<file path="src/rtl/rt_cmd_pkg.sv">
package rt_cmd_pkg;
  parameter int ADDR_W = 5;
  parameter int SA_W   = 5;
  parameter int WC_W   = 5;
  localparam int CMD_W = ADDR_W + 1 + SA_W + WC_W;

  typedef struct packed {
    logic [ADDR_W-1:0] addr;
    logic              tr;
    logic [SA_W-1:0]   sa;
    logic [WC_W-1:0]   wc;
  } cmd_t;

  // odd parity over strap plus parity bit
  function automatic logic strap_parity_ok(input logic [ADDR_W-1:0] a, input logic p);
    return ^{a, p};
  endfunction

  function automatic logic sa_is_mode(input logic [SA_W-1:0] sa);
    return (sa == '0) || (sa == '1);
  endfunction

  function automatic logic [WC_W-1:0] next_count(input logic [WC_W-1:0] c);
    return c + 1'b1;
  endfunction
endpackage

</file>
<file path="src/rtl/rt_addr_match.sv">
module rt_addr_match
  import rt_cmd_pkg::*;
(
  input  logic              clk,
  input  logic              rst_n,
  input  logic              cmd_valid,
  input  logic [ADDR_W-1:0] cmd_addr,
  input  logic [ADDR_W-1:0] rt_addr,
  input  logic              rt_addr_par,
  input  logic              bcast_en,
  output logic              par_ok,
  output logic              accept_evt,
  output logic              bcast_evt
);
  localparam logic [ADDR_W-1:0] BCAST_ADDR = '1;

  logic own_hit;
  logic bcast_hit;

  assign par_ok     = strap_parity_ok(rt_addr, rt_addr_par);
  assign own_hit    = par_ok && (cmd_addr == rt_addr);
  assign bcast_hit  = bcast_en && (cmd_addr == BCAST_ADDR);
  assign accept_evt = cmd_valid && (own_hit || bcast_hit);
  assign bcast_evt  = cmd_valid && bcast_hit;


  parerr_ignore_chk: assert property (@(posedge clk) disable iff (!rst_n)
    (cmd_valid && !par_ok && !(bcast_en && cmd_addr == BCAST_ADDR)) |-> !accept_evt);


  no_bcast_when_off_chk: assert property (@(posedge clk) disable iff (!rst_n)
    (!bcast_en) |-> !bcast_evt);


  foreign_addr_chk: assert property (@(posedge clk) disable iff (!rst_n)
    (cmd_valid && cmd_addr != rt_addr && cmd_addr != BCAST_ADDR) |-> !accept_evt);
endmodule

</file>
<file path="src/rtl/rt_cmd_latch.sv">
module rt_cmd_latch
  import rt_cmd_pkg::*;
(
  input  logic            clk,
  input  logic            rst_n,
  input  logic            accept_evt,
  input  logic            bcast_evt,
  input  logic            cmd_end,
  input  logic            cmd_tr,
  input  logic [SA_W-1:0] cmd_sa,
  input  logic [WC_W-1:0] cmd_wc,
  output logic            accept_q,
  output logic            in_cmd_q,
  output logic            bcast_q,
  output logic            mode_q,
  output logic            tr_q,
  output logic [SA_W-1:0] sa_q,
  output logic [WC_W-1:0] wc_q
);
  always_ff @(posedge clk or negedge rst_n) begin
    if (!rst_n) begin
      accept_q <= 1'b0;
      in_cmd_q <= 1'b0;
      bcast_q  <= 1'b0;
      mode_q   <= 1'b0;
      tr_q     <= 1'b0;
      sa_q     <= '0;
      wc_q     <= '0;
    end else begin
      accept_q <= accept_evt;
      if (accept_evt) begin
        in_cmd_q <= 1'b1;
        bcast_q  <= bcast_evt;
        mode_q   <= sa_is_mode(cmd_sa);
        tr_q     <= cmd_tr;
        sa_q     <= cmd_sa;
        wc_q     <= cmd_wc;
      end else if (cmd_end) begin
        in_cmd_q <= 1'b0;
      end
    end
  end


  accept_wins_chk: assert property (@(posedge clk) disable iff (!rst_n)
    accept_evt |=> (in_cmd_q && accept_q));


  end_clears_chk: assert property (@(posedge clk) disable iff (!rst_n)
    (cmd_end && !accept_evt) |=> !in_cmd_q);


  mode_sa_chk: assert property (@(posedge clk) disable iff (!rst_n)
    (accept_evt && (cmd_sa == '0 || cmd_sa == '1)) |=> mode_q);


  hold_fields_chk: assert property (@(posedge clk) disable iff (!rst_n)
    !accept_evt |=> ($stable(sa_q) && $stable(tr_q) && $stable(wc_q)));
endmodule

</file>
<file path="src/rtl/rt_word_count.sv">
module rt_word_count
  import rt_cmd_pkg::*;
(
  input  logic            clk,
  input  logic            rst_n,
  input  logic            clear,
  input  logic            word_done,
  input  logic            in_cmd,
  input  logic            mode,
  input  logic [WC_W-1:0] wc_q,
  output logic [WC_W-1:0] count_out
);
  logic [WC_W-1:0] cnt_q;
  logic            step_evt;
  logic            show_live;

  assign step_evt  = word_done && in_cmd && !mode && !clear;
  assign show_live = in_cmd && !mode;

  always_ff @(posedge clk or negedge rst_n) begin
    if (!rst_n)        cnt_q <= '0;
    else if (clear)    cnt_q <= '0;
    else if (step_evt) cnt_q <= next_count(cnt_q);
  end

  assign count_out = show_live ? cnt_q : wc_q;


  clear_zero_chk: assert property (@(posedge clk) disable iff (!rst_n)
    clear |=> (cnt_q == '0));


  step_chk: assert property (@(posedge clk) disable iff (!rst_n)
    step_evt |=> (cnt_q == next_count($past(cnt_q))));


  idle_hold_chk: assert property (@(posedge clk) disable iff (!rst_n)
    (!clear && !step_evt) |=> $stable(cnt_q));
endmodule

</file>
<file path="src/rtl/rt_cmd_decoder.sv">
module rt_cmd_decoder
  import rt_cmd_pkg::*;
(
  input  logic              clk,
  input  logic              rst_n,
  input  logic              cmd_valid,
  input  logic [CMD_W-1:0]  cmd_word,
  input  logic              cmd_end,
  input  logic              word_done,
  input  logic [ADDR_W-1:0] rt_addr,
  input  logic              rt_addr_par,
  input  logic              bcast_en,
  output logic              addr_err_n,
  output logic              cmd_accept,
  output logic              bcast,
  output logic              mode_cmd,
  output logic              tr_bit,
  output logic [SA_W-1:0]   subaddr,
  output logic [WC_W-1:0]   count_out,
  output logic              in_cmd
);
  cmd_t            cmd_f;
  logic            par_ok;
  logic            accept_evt;
  logic            bcast_evt;
  logic [WC_W-1:0] wc_q;

  assign cmd_f      = cmd_t'(cmd_word);
  assign addr_err_n = par_ok;

  rt_addr_match u_match (
    .clk         (clk),
    .rst_n       (rst_n),
    .cmd_valid   (cmd_valid),
    .cmd_addr    (cmd_f.addr),
    .rt_addr     (rt_addr),
    .rt_addr_par (rt_addr_par),
    .bcast_en    (bcast_en),
    .par_ok      (par_ok),
    .accept_evt  (accept_evt),
    .bcast_evt   (bcast_evt)
  );

  rt_cmd_latch u_latch (
    .clk        (clk),
    .rst_n      (rst_n),
    .accept_evt (accept_evt),
    .bcast_evt  (bcast_evt),
    .cmd_end    (cmd_end),
    .cmd_tr     (cmd_f.tr),
    .cmd_sa     (cmd_f.sa),
    .cmd_wc     (cmd_f.wc),
    .accept_q   (cmd_accept),
    .in_cmd_q   (in_cmd),
    .bcast_q    (bcast),
    .mode_q     (mode_cmd),
    .tr_q       (tr_bit),
    .sa_q       (subaddr),
    .wc_q       (wc_q)
  );

  rt_word_count u_count (
    .clk       (clk),
    .rst_n     (rst_n),
    .clear     (accept_evt),
    .word_done (word_done),
    .in_cmd    (in_cmd),
    .mode      (mode_cmd),
    .wc_q      (wc_q),
    .count_out (count_out)
  );


  accept_pulse_chk: assert property (@(posedge clk) disable iff (!rst_n)
    cmd_accept |=> !cmd_accept || $past(cmd_valid));


  count_shows_wc_chk: assert property (@(posedge clk) disable iff (!rst_n)
    (!in_cmd) |-> (count_out == wc_q));
endmodule

</file>
<file path="config.mk">
export PLATFORM = sky130hd
export DESIGN_NAME = rt_cmd_decoder
export DESIGN_NICKNAME = d
export VERILOG_FILES = /design/src/rtl/rt_cmd_pkg.sv /design/src/rtl/rt_addr_match.sv /design/src/rtl/rt_cmd_latch.sv /design/src/rtl/rt_word_count.sv /design/src/rtl/rt_cmd_decoder.sv
export SDC_FILE = /design/constraint.sdc
export NUM_CORES = 1
export LEC_CHECK = 0
export BUFFER_PORTS_ARGS = -buffer_cell sky130_fd_sc_hd__buf_2
export CORE_ASPECT_RATIO = 0.9
export CORE_UTILIZATION = 42
export CTS_CLUSTER_SIZE = 28
export DETAILED_ROUTE_END_ITERATION = 16
export PLACE_DENSITY_LB_ADDON = 0.05
export SLEW_MARGIN = 30
export SYNTH_ARGS = -nofsm -noshare
export SYNTH_HDL_FRONTEND = slang
export SYNTH_SLANG_ARGS = --single-unit
</file>
<file path="constraint.sdc">
create_clock -name clk -period 1.1 [get_ports clk]
set_input_delay 0.055 -clock clk [delete_from_list [all_inputs] [get_ports clk]]
set_output_delay 0.055 -clock clk [all_outputs]
set_load 0.02 [all_outputs]
</file>
==> results of run 1 <==
-- stage by stage --
stage / instances / total power [µW]
finish: 174 / 2560
global route: 174 / 2690
CTS: 171 / 2480
detailed placement: 158 / 1980
global placement: 158 / 1960
floorplan: 78 / 1620
-- worst min-delay path: cells and delay by family --
family / cells / cell delay, ns
AO/OA/AOI/OAI: 1 / 0.10
buffers and inverters: 2 / 0.13
-- cells by family (layout without fill, tap and decap cells) --
group | count (synthesis) | after routing
AO/OA/AOI/OAI | 4 | 4
XOR/XNOR | 13 | 13
adder cells (fa/ha/maj) | 1 | 1
buffers and inverters | 4 | 73
flip-flops | 20 | 20
multiplexers | 18 | 18
AND/OR/NAND/NOR | 18 | 18
-- sequential cells by signal, indices dropped and copies added (netlist names) --
register and count:
u_count.cnt_q 5, u_latch.accept_q 1, u_latch.bcast_q 1, u_latch.in_cmd_q 1, u_latch.mode_q 1, u_latch.sa_q 5
u_latch.tr_q 1, u_latch.wc_q 5
-- per-layer routing --
layer,vias to the layer above,routed length (µm),GRT usage
li1,416,-,-
met1,406,1010,0.213
met2,29,1170,0.292
met3,0,117,0.0374
met4,0,0,0.0513
met5,-,0,0
-- cells in the final DEF (no fill, tap or decap), types with 3 or more instances in the layout --
master / count
clkbuf_4: 3
nand4_1: 4
buf_4: 13
xnor2_2: 4
dfrtp_1: 20
buf_2: 33
mux2_2: 9
buf_6: 13
nor2_1: 6
mux2_4: 8
xor2_1: 7
dlygate4sd3_1: 7
-- worst max-delay path by stage --
stage,from,to,slack [ns],cells after the start
detailed placement,rt_addr[2],u_latch.wc_q[4],-0.51,6
global placement,rt_addr[2],u_latch.wc_q[4],-0.49,6
finish,u_latch.mode_q,count_out[1],-0.27,3
floorplan,rt_addr[2],u_latch.wc_q[1],-0.46,6
global route,u_latch.in_cmd_q,count_out[2],-0.33,3
CTS,u_latch.in_cmd_q,count_out[3],-0.27,3
-- power by group through the flow --
stage,sequential (µW),combinational (µW),clock [µW]
global route,1050,1260,378
global placement,1030,932,0
floorplan,1150,466,0
CTS,1020,1110,348
detailed placement,1040,939,0
finish,1030,1190,343
-- timing repair --
action / in CTS / in global routing
hold buffers: 7 / 0
gates resized for setup: 23 / 13
endpoints found under the hold margin: 26 / 0
cloned: 0 / 1
setup endpoints to repair: 23 / 26
pin swaps: 11 / 3
buffers inserted: 3 / 2
-- cell type report --
class / instances / area [µm²]
fill: 165 / 584
multi-input combinational: 54 / 558
timing repair buffer: 69 / 539
sequential: 20 / 500
tap: 27 / 33.8
clock buffer: 3 / 22.5
inverter: 1 / 3.75
==> results by group, run 1 <==
Logic synthesis
  – YS warnings: 0
  – Synth Register Bits: 20
  – Syn Nets: 107
  – Netlist cell types: 25
  – XOR/XNOR Fraction of Synth Area: 0.132
  – Adder-cell share of the synthesized area: 0.0122
  – Compound-Gate Fraction of Synth Area: 0.0293
  – Async set or reset register ratio after synthesis: 1.00
  – Synth Area in Simple Gates: 0.0939
  – Mux cell area share after synthesis: 0.207
  – Most used DFF post-synth: dfrtp_1
  – List of most frequent post-synthesis cells: dfrtp_1, mux2_2, xor2_1, nor2_1
  – Avg Cell Area, Syn: between 10 and 15 µm²
  – Synth top area share: 0.488
  – Register area share after synthesis: 0.488
  – Count leader, synth: dfrtp_1
  – Post-Syn Instances: just under 80
  – Most area-consuming cells after synthesis: dfrtp_1, mux2_2, xor2_1, mux2_4, xnor2_1
  – Cell Area, Synth: ~1000 µm²
  – Number of synthesized flops with an enable pin: 0
  – Largest family of logic cells by synthesized area: multiplexers
  – Cell taking the most area after synthesis: dfrtp_1

Power and ir drop
  – Share of power burned in registers: 0.402
  – Switching share of total power: 0.325
  – P_leak: 0.000880 µW
  – Psw: around 830 µW
  – PD cells: approximately 1500 nW/µm²
  – Cell Int Power: ~1700 µW
  – Clk network pwr share: 0.134
  – Part of the power in combinational logic: 0.464
  – Worst VDD drop: approximately 0.0011 V

Setup path
  – Crit-path leading delay family: flip-flops
  – CP peak stage delay: between 0.3 and 0.4 ns
  – Crit Path Class: reg -> out
  – CP endpoint kind: output pin
  – Critical Path, Cell by Cell: nand2b_4, mux2_4, buf_6
  – Buf+Inv Stages, Crit Path: 1
  – R2R setup slack: -0.16 ns
  – CP arrival: around 1.3 ns
  – Reg2reg path depth: 5
  – Critical path required time: about 1.0 ns
  – Startpoint type of the worst setup path: register
  – Worst R2R End: u_count.cnt_q[4]
  – Critical Path Fanout Max: 5
  – R2R Path Start: u_latch.mode_q
  – Slowest stage cell, crit path: dfrtp_1

Floorplanning
  – Core area: roughly 2200 µm²
  – Die Area: 2640 µm²
  – Die extent in y: approximately 50 µm
  – Width of the die: 54.1 µm
  – Initial Util: 0.458
  – I/O Pins: 44
  – Std cell rows: 16

Timing
  – Setup ws final: -0.271 ns
  – Pins Over Slew Limit: 0
  – Worst Tran Pin Value: between 0.4 and 0.5 ns
  – Hold WS: 0.0150 ns
  – Minimum clock period: ~1.4 ns
  – Slew margin rel.: 0.693
  – Final worst-path cycle share: 1.25
  – Setup violations, final: 25
  – Final hold viol count: 0
  – RSZ-0062 raised after global routing: yes
  – Setup tns final: -4.22 ns
  – Max Clock Skew: 0.00917 ns
  – Max Freq: 729 MHz

Clock network
  – Worst-path clk slew: 0.11 ns
  – Max H-tree Level: 1
  – TritonCTS clock tree: yes
  – CTS Root Cell: clkbuf_4
  – Clock buffer depth: 2
  – Inserted Clock Buffers: 3
  – Sinks on Clock Net: 20
  – Worst-skew pair later-pin latency: ~0.30 ns

Outcome
  – Outcome: finished with violations
  – Failing checks: negative setup slack

Global route
  – Overflow after GRT: 0
  – First-pass GRT wire length: approximately 3300 µm
  – Initial antenna violation count: 0
  – Vias in the first global route: 795
  – GRT Total Usage: 0.172
  – Largest net degree at the start of global routing: 21

Detailed routing
  – DR vias: between 800 and 900
  – Wire length per cell: between 10 and 15 µm
  – Remaining antenna violation count: 0
  – Via density per instance: 4.89
  – DRC: 0
  – Routed WL: approximately 2300 µm
  – Initial DRC count: 6
  – Drt first pass iters: 4

Final layout
  – Share of layout cells above drive strength 1: 0.626
  – Final core utilization: 0.739
  – Final Instance Area: roughly 1700 µm²
  – Fin nets: between 150 and 200
  – Area Overhead vs Synth: 61.6%
  – Number of inserted diodes: 0

Hold path
  – Min-delay src: cmd_end
  – Hold WC Path Type: in -> reg
  – Worst Hold End: u_latch.in_cmd_q
  – Hold Path Stages: 3

Placed design
  – Hpwl dp: between 1500 and 2000 µm
  – Post-Place Setup Slack: -0.506 ns
  – Placed cell area: approximately 1400 µm²
  – GPL Wtd Cong: 0.768
  – Port Buffers: 43

Job
  – Max Cap Viol: 0
No activity file was read; power rests on OpenSTA's default activity.
==> run 2, diff against run 1 <==
Clock period 1.1 ns to 1.2 ns, I/O delays scaled along.
==> run 2 against run 1 <==
  * The flow still finishes with violations (negative setup slack)
  * Count of clock-buffer cells in the layout stayed put
  * Cell count is 2.9% lower
  * Routed wire length is 3.7% lower
  * Critical path type unchanged
  * Core utilization is 4.9 points lower
  * Global-route usage is 1.2 points higher
  * Via count is 4.2% lower
  * Setup slack better by 0.078 ns
  * Sequential share of layout area is 2.1 points higher
  * Combinational power is 21% lower
  * Non-clock buffer count is 6 lower
  * Clock skew is 0.0027 ns lower
==> results by group, run 2 (synthesis results as in run 1) <==
Setup path
  – Critical path required time: 1.14 ns (+0.10 ns)
  – Critical Path Fanout Max: 5 (unchanged)
  – Worst setup path startpoint: u_latch.mode_q
  – R2R Path Start: u_latch.in_cmd_q
  – CP endpoint kind: output pin
  – Startpoint type of the worst setup path: register
  – Crit Path Class: reg -> out
  – CP arrival: 1.33 ns (about the same)

Timing
  – Slew margin rel.: 0.707 (+0.0142)
  – Hold WS: 0.00896 ns (-0.00608 ns)
  – Setup violations, final: 21 (-16%)
  – Final worst-path cycle share: 1.16
  – Minimum clock period: 1.39 ns
  – Max Freq: between 700 and 800 MHz
  – Pins Over Slew Limit: 0 (unchanged)
  – Max Clock Skew: 0.00645 ns (-0.00272 ns)
  – Final hold viol count: 0 (unchanged)
  – Worst Tran Pin Value: 0.439 ns (-0.0212 ns)
  – RSZ-0062 raised after global routing: yes
  – Setup ws final: -0.193 ns (+0.0780 ns)

Global route
  – Initial antenna violation count: 0 (unchanged)
  – Overflow after GRT: 0 (unchanged)
  – First-pass GRT wire length: 3420 µm (+4.4%)
  – Vias in the first global route: 823 (+3.5%)
  – Largest net degree at the start of global routing: 21 (unchanged)
  – GRT Total Usage: 0.184 (+0.0118)

Placed design
  – Hpwl dp: 1620 µm (+4.5%)
  – Port Buffers: 43 (unchanged)
  – Post-Place Setup Slack: -0.373 ns (+0.133 ns)
  – GPL Wtd Cong: 0.757 (-1.3%)

Hold path
  – Hold WC Path Type: in -> reg
  – Min-delay src: cmd_word[5]

Clock network
  – CTS Root Cell: clkbuf_4
  – TritonCTS clock tree: yes
  – Worst-path clk slew: 0.11 ns (about the same)
  – Max H-tree Level: 1 (unchanged)
  – Clock buffer depth: 2 (unchanged)
  – Worst-skew pair later-pin latency: 0.30 ns (about the same)
  – Inserted Clock Buffers: 3 (unchanged)
  – Sinks on Clock Net: 20 (unchanged)

Final layout
  – Fin nets: 172 (-3.4%)
  – Top flop regs: u_count.cnt_q: 5 flops, u_latch.sa_q: 5 flops, u_latch.wc_q: 5 flops
  – Area Overhead vs Synth: 51.0%
  – Most frequent cells in the layout: buf_2, dfrtp_1, mux2_2
  – Share of layout cells above drive strength 1: 0.592 (-0.0343)
  – Commonest non-fill, non-tap cell in the layout: buf_2
  – Fill cells: 182 (+10%)
  – Final core utilization: 0.691 (-0.0485)
  – Number of inserted diodes: 0 (unchanged)

Detailed routing
  – Drt first pass iters: 3 (-1)
  – DRC: 0 (unchanged)
  – Wire length per cell: 13.1 µm (-0.80%)
  – Routed WL: 2210 µm (-3.7%)
  – DR vias: 815 (-4.2%)
  – Initial DRC count: 3 (-3)
  – Via density per instance: 4.82 (-1.4%)
  – Remaining antenna violation count: 0 (unchanged)

Outcome
  – Outcome: finished with violations
  – Failing checks: negative setup slack

Power and ir drop
  – P_leak: 0.000822 µW (-6.7%)
  – Worst VDD drop: 0.00115 V (+2.6%)
  – PD cells: 1580 nW/µm² (+2.0%)
  – Final Power: 2440 µW (-4.7%)

Floorplanning
  – Initial Util: 0.458 (unchanged)
  – I/O Pins: 44 (unchanged)
  – Width of the die: 54.1 µm (unchanged)
  – Std cell rows: 16 (unchanged)
  – Die Area: 2640 µm² (unchanged)
  – Core area: 2240 µm² (unchanged)
  – Die extent in y: 48.9 µm (unchanged)

Job
  – Max Cap Viol: 0 (unchanged)
-- run 2: power breakdown --
| group | internal, µW | switching (µW) | leakage (µW) |
|---|---|---|---|
| clock | 338 | 212 | 0.0000279 |
| sequential | 847 | 107 | 0.000263 |
| combinational | 507 | 429 | 0.000531 |
-- run 2: critical path, stage by stage (launching register included) --
cell	delay, ns
dfrtp_1	0.38
nand2b_4	0.17
mux2_2	0.35
buf_6	0.13
-- run 2: timing repair --
action                                  4_1_cts  5_1_grt
buffers inserted                              2        2
gates cloned                                  0        0
resized for setup                            19        5
hold buffers                                  7        0
endpoints found under the hold margin        26        0
pin swaps                                     6        5
endpoints found under the setup margin       20       22
-- run 2: worst paths after layout --
path | cells after the start | endpoint | slack (ns)
hold reg to reg | 1 | u_latch.bcast_q | 0.50
setup / recovery | 3 | count_out[2] | -0.19
min in group asynchronous | 2 | u_latch.accept_q | 0.23
max in group asynchronous | 2 | u_latch.in_cmd_q | 0.66
setup reg to reg | 6 | u_count.cnt_q[0] | -0.13
hold / removal | 2 | u_latch.sa_q[0] | 0.009
-- run 2: final cells by class --
| cell class | count | area, µm² | share of cell area |
|---|---|---|---|
| tap | 27 | 33.8 | 0.0218 |
| timing repair buffer | 63 | 445 | 0.288 |
| multi-input combinational | 54 | 513 | 0.331 |
| clock buffer | 3 | 22.5 | 0.0145 |
| sequential | 20 | 500 | 0.323 |
| inverter | 1 | 3.75 | 0.00242 |
| clock inverter | 1 | 30.0 | 0.0194 |
-- run 2: metrics by stage --
| step | setup TNS [ns] | area, µm² | cells |
|---|---|---|---|
| finish | -1.84 | 1550 | 169 |
| global route | -2.60 | 1550 | 169 |
| CTS | -1.13 | 1520 | 167 |
| detailed placement | -6.24 | 1320 | 154 |
| global placement | -6.05 | 1320 | 154 |
| floorplan | -3.85 | 1030 | 78 |
-- run 2: per-layer routing --
metal	global-route usage	up-vias	wire, µm
met5	0	-	0
met4	0.0897	0	47
met3	0.0405	5	120
met2	0.294	29	1080
met1	0.229	376	964
li1	-	405	-
==> run 3, diff against run 2 <==
--- a/config.mk
+++ b/config.mk
@@ -11,4 +11,5 @@
 export CTS_CLUSTER_SIZE = 28
 export DETAILED_ROUTE_END_ITERATION = 16
+export MAX_ROUTING_LAYER = met4
 export PLACE_DENSITY_LB_ADDON = 0.05
 export SLEW_MARGIN = 30
==> constraint.sdc (replaced) <==
create_clock -name clk -period 1.2 [get_ports clk]
set_input_delay 0.24 -clock clk [delete_from_list [all_inputs] [get_ports clk]]
set_output_delay 0.24 -clock clk [all_outputs]
set_load 0.02 [all_outputs]
==> run 3 against run 2 <==
  * The flow still finishes with violations (negative setup slack)
  * Count of clock-buffer cells in the layout unchanged
  * Flip-flop and latch count did not move
  * Clock power down 3%
  * Combinational power is 18% higher
  * Sequential share of layout area decreased by 1.6 points
  * Register-to-register slack barely moved
  * Critical endpoint is now count_out[1]
  * Highest routed layer unchanged
==> results by group, run 3 (synthesis results as in run 1) <==
Timing
  – Slew margin rel.: 0.705 (-0.00234)
  – RSZ-0062 raised after global routing: yes
  – Max Clock Skew: 0.0101 ns (+0.00367 ns)
  – Setup violations, final: 26 (+24%)
  – Final hold viol count: 0 (unchanged)
  – Final worst-path cycle share: 1.32 (+0.159)
  – Minimum clock period: 1.58 ns (+0.191 ns)
  – Worst Tran Pin Value: 0.443 ns (+0.00352 ns)
  – Setup ws final: -0.384 ns (-0.191 ns)
  – Pins Over Slew Limit: 0 (unchanged)
  – Max Freq: 631 MHz (-12%)

Global route
  – GRT Total Usage: 0.178 (-0.00564)
  – Overflow after GRT: 0 (unchanged)
  – Vias in the first global route: 729 (-11%)
  – Largest net degree at the start of global routing: 21 (unchanged)
  – First-pass GRT wire length: 3220 µm (-5.7%)
  – Initial antenna violation count: 0 (unchanged)

Clock network
  – Max H-tree Level: 1 (unchanged)
  – CTS Root Cell: clkbuf_4
  – Sinks on Clock Net: 20 (unchanged)
  – Clock buffer depth: 2 (unchanged)
  – Worst-skew pair later-pin latency: 0.30 ns (about the same)
  – TritonCTS clock tree: yes
  – Inserted Clock Buffers: 3 (unchanged)
  – Worst-path clk slew: 0.11 ns (about the same)

Setup path
  – CP endpoint kind: output pin
  – Startpoint type of the worst setup path: register
  – Critical Path Fanout Max: 5 (unchanged)
  – Reg2reg path depth: 5 (-1)
  – CP arrival: 1.34 ns (about the same)
  – Critical path required time: 0.96 ns (-0.18 ns)
  – Crit Path Class: reg -> out

Detailed routing
  – Remaining antenna violation count: 0 (unchanged)
  – Via density per instance: 5.04 (+4.6%)
  – Drt first pass iters: 4 (+1)
  – Initial DRC count: 3 (unchanged)
  – Wire length per cell: 14.0 µm (+6.7%)
  – Routed WL: 2280 µm (+2.9%)
  – DR vias: 822 (+0.86%)
  – DRC: 0 (unchanged)

Job
  – Max Cap Viol: 0 (unchanged)

Floorplanning
  – Die Area: 2640 µm² (unchanged)
  – Std cell rows: 16 (unchanged)
  – Die extent in y: 48.9 µm (unchanged)
  – Initial Util: 0.458 (unchanged)
  – Width of the die: 54.1 µm (unchanged)
  – I/O Pins: 44 (unchanged)
  – Core area: 2240 µm² (unchanged)

Placed design
  – Placed insts: 155 (+0.65%)
  – Placed cell area: 1350 µm² (+2.8%)
  – Post-Place Setup Slack: -0.580 ns (-0.207 ns)
  – GPL Wtd Cong: 0.763 (+0.77%)
  – Port Buffers: 43 (unchanged)
  – Hpwl dp: 1530 µm (-5.5%)

Final layout
  – Final core utilization: 0.732 (+0.0407)
  – Most frequent cells in the layout: buf_2, buf_6, dfrtp_1
  – Share of layout cells above drive strength 1: 0.691 (+0.0996)
  – Number of inserted diodes: 0 (unchanged)
  – Commonest non-fill, non-tap cell in the layout: buf_2
  – Area Overhead vs Synth: 59.9%
  – Fill cells: 159 (-13%)
  – Final Instance Area: 1640 µm² (+5.9%)
  – Post-route insts no fill: 163 (-3.6%)
  – Top flop regs: u_count.cnt_q: 5 flops, u_latch.sa_q: 5 flops, u_latch.wc_q: 5 flops
  – Fin nets: 166 (-3.5%)

Power and ir drop
  – P_leak: 0.000859 µW (+4.5%)
  – Worst VDD drop: 0.00115 V (-0.66%)
  – PD cells: 1580 nW/µm² (+0.62%)

Outcome
  – Failing checks: negative setup slack
  – Outcome: finished with violations

Hold path
  – Hold Path Stages: 2 (unchanged)
  – Hold WC Path Type: in -> reg
[run 3: per-layer routing]
metal / global-route usage / part of all wire
met1: 0.214 / 0.44
met2: 0.294 / 0.50
met3: 0.0498 / 0.058
met4: 0.0385 / 0.0057
met5: - / 0
[run 3: metrics by stage]
step	setup TNS (ns)	hold WS (ns)	total power (µW)
after floorplan	-7.31	-0.0556	1520
after global placement	-9.94	0.209	1800
after detailed placement	-10.58	0.210	1820
after CTS	-5.53	0.149	2510
after global routing	-6.57	0.146	2730
final	-5.81	0.167	2600
[run 3: final cells by class]
class / count / area [µm²] / area share
Tap cell: 27 / 33.8 / 0.0206
Clock inverter: 1 / 30.0 / 0.0183
Timing Repair Buffer: 57 / 435 / 0.265
Sequential cell: 20 / 503 / 0.307
Clock buffer: 3 / 22.5 / 0.0137
Inverter: 1 / 3.75 / 0.00229
Multi-Input combinational cell: 54 / 612 / 0.373
[run 3: worst paths after layout]
path / endpoint / from / slack [ns]
setup / recovery: count_out[1] / u_latch.mode_q / -0.38
hold / removal: u_latch.wc_q[0] / cmd_word[0] / 0.17
setup reg to reg: u_count.cnt_q[4] / u_latch.mode_q / -0.12
hold reg to reg: u_latch.bcast_q / u_latch.bcast_q / 0.51
max in group asynchronous: u_latch.mode_q / rst_n / 0.47
min in group asynchronous: u_latch.wc_q[0] / rst_n / 0.40
[run 3: critical path: stages, from the launching register on]
cell and delay (ns):
dfrtp_2 0.42, nand2b_4 0.18, mux2_4 0.31, buf_6 0.13
[run 3: report_power, final]
group / internal (µW) / leakage [µW] / switching [µW] / total [µW]
Clock: 338 / 0.0000279 / 197 / 534
Combinational: 639 / 0.000571 / 458 / 1100
Sequential: 848 / 0.000260 / 121 / 969
Total: 1820 / 0.000859 / 775 / 2600
[run 3: what timing repair did]
item	4_1_cts	5_1_grt
pin swaps	5	11
endpoints found under the setup margin	24	26
hold buffers	1	0
gates resized for setup	27	29
gates cloned	1	0
hold endpoints to repair	20	0
buffers inserted	1	2
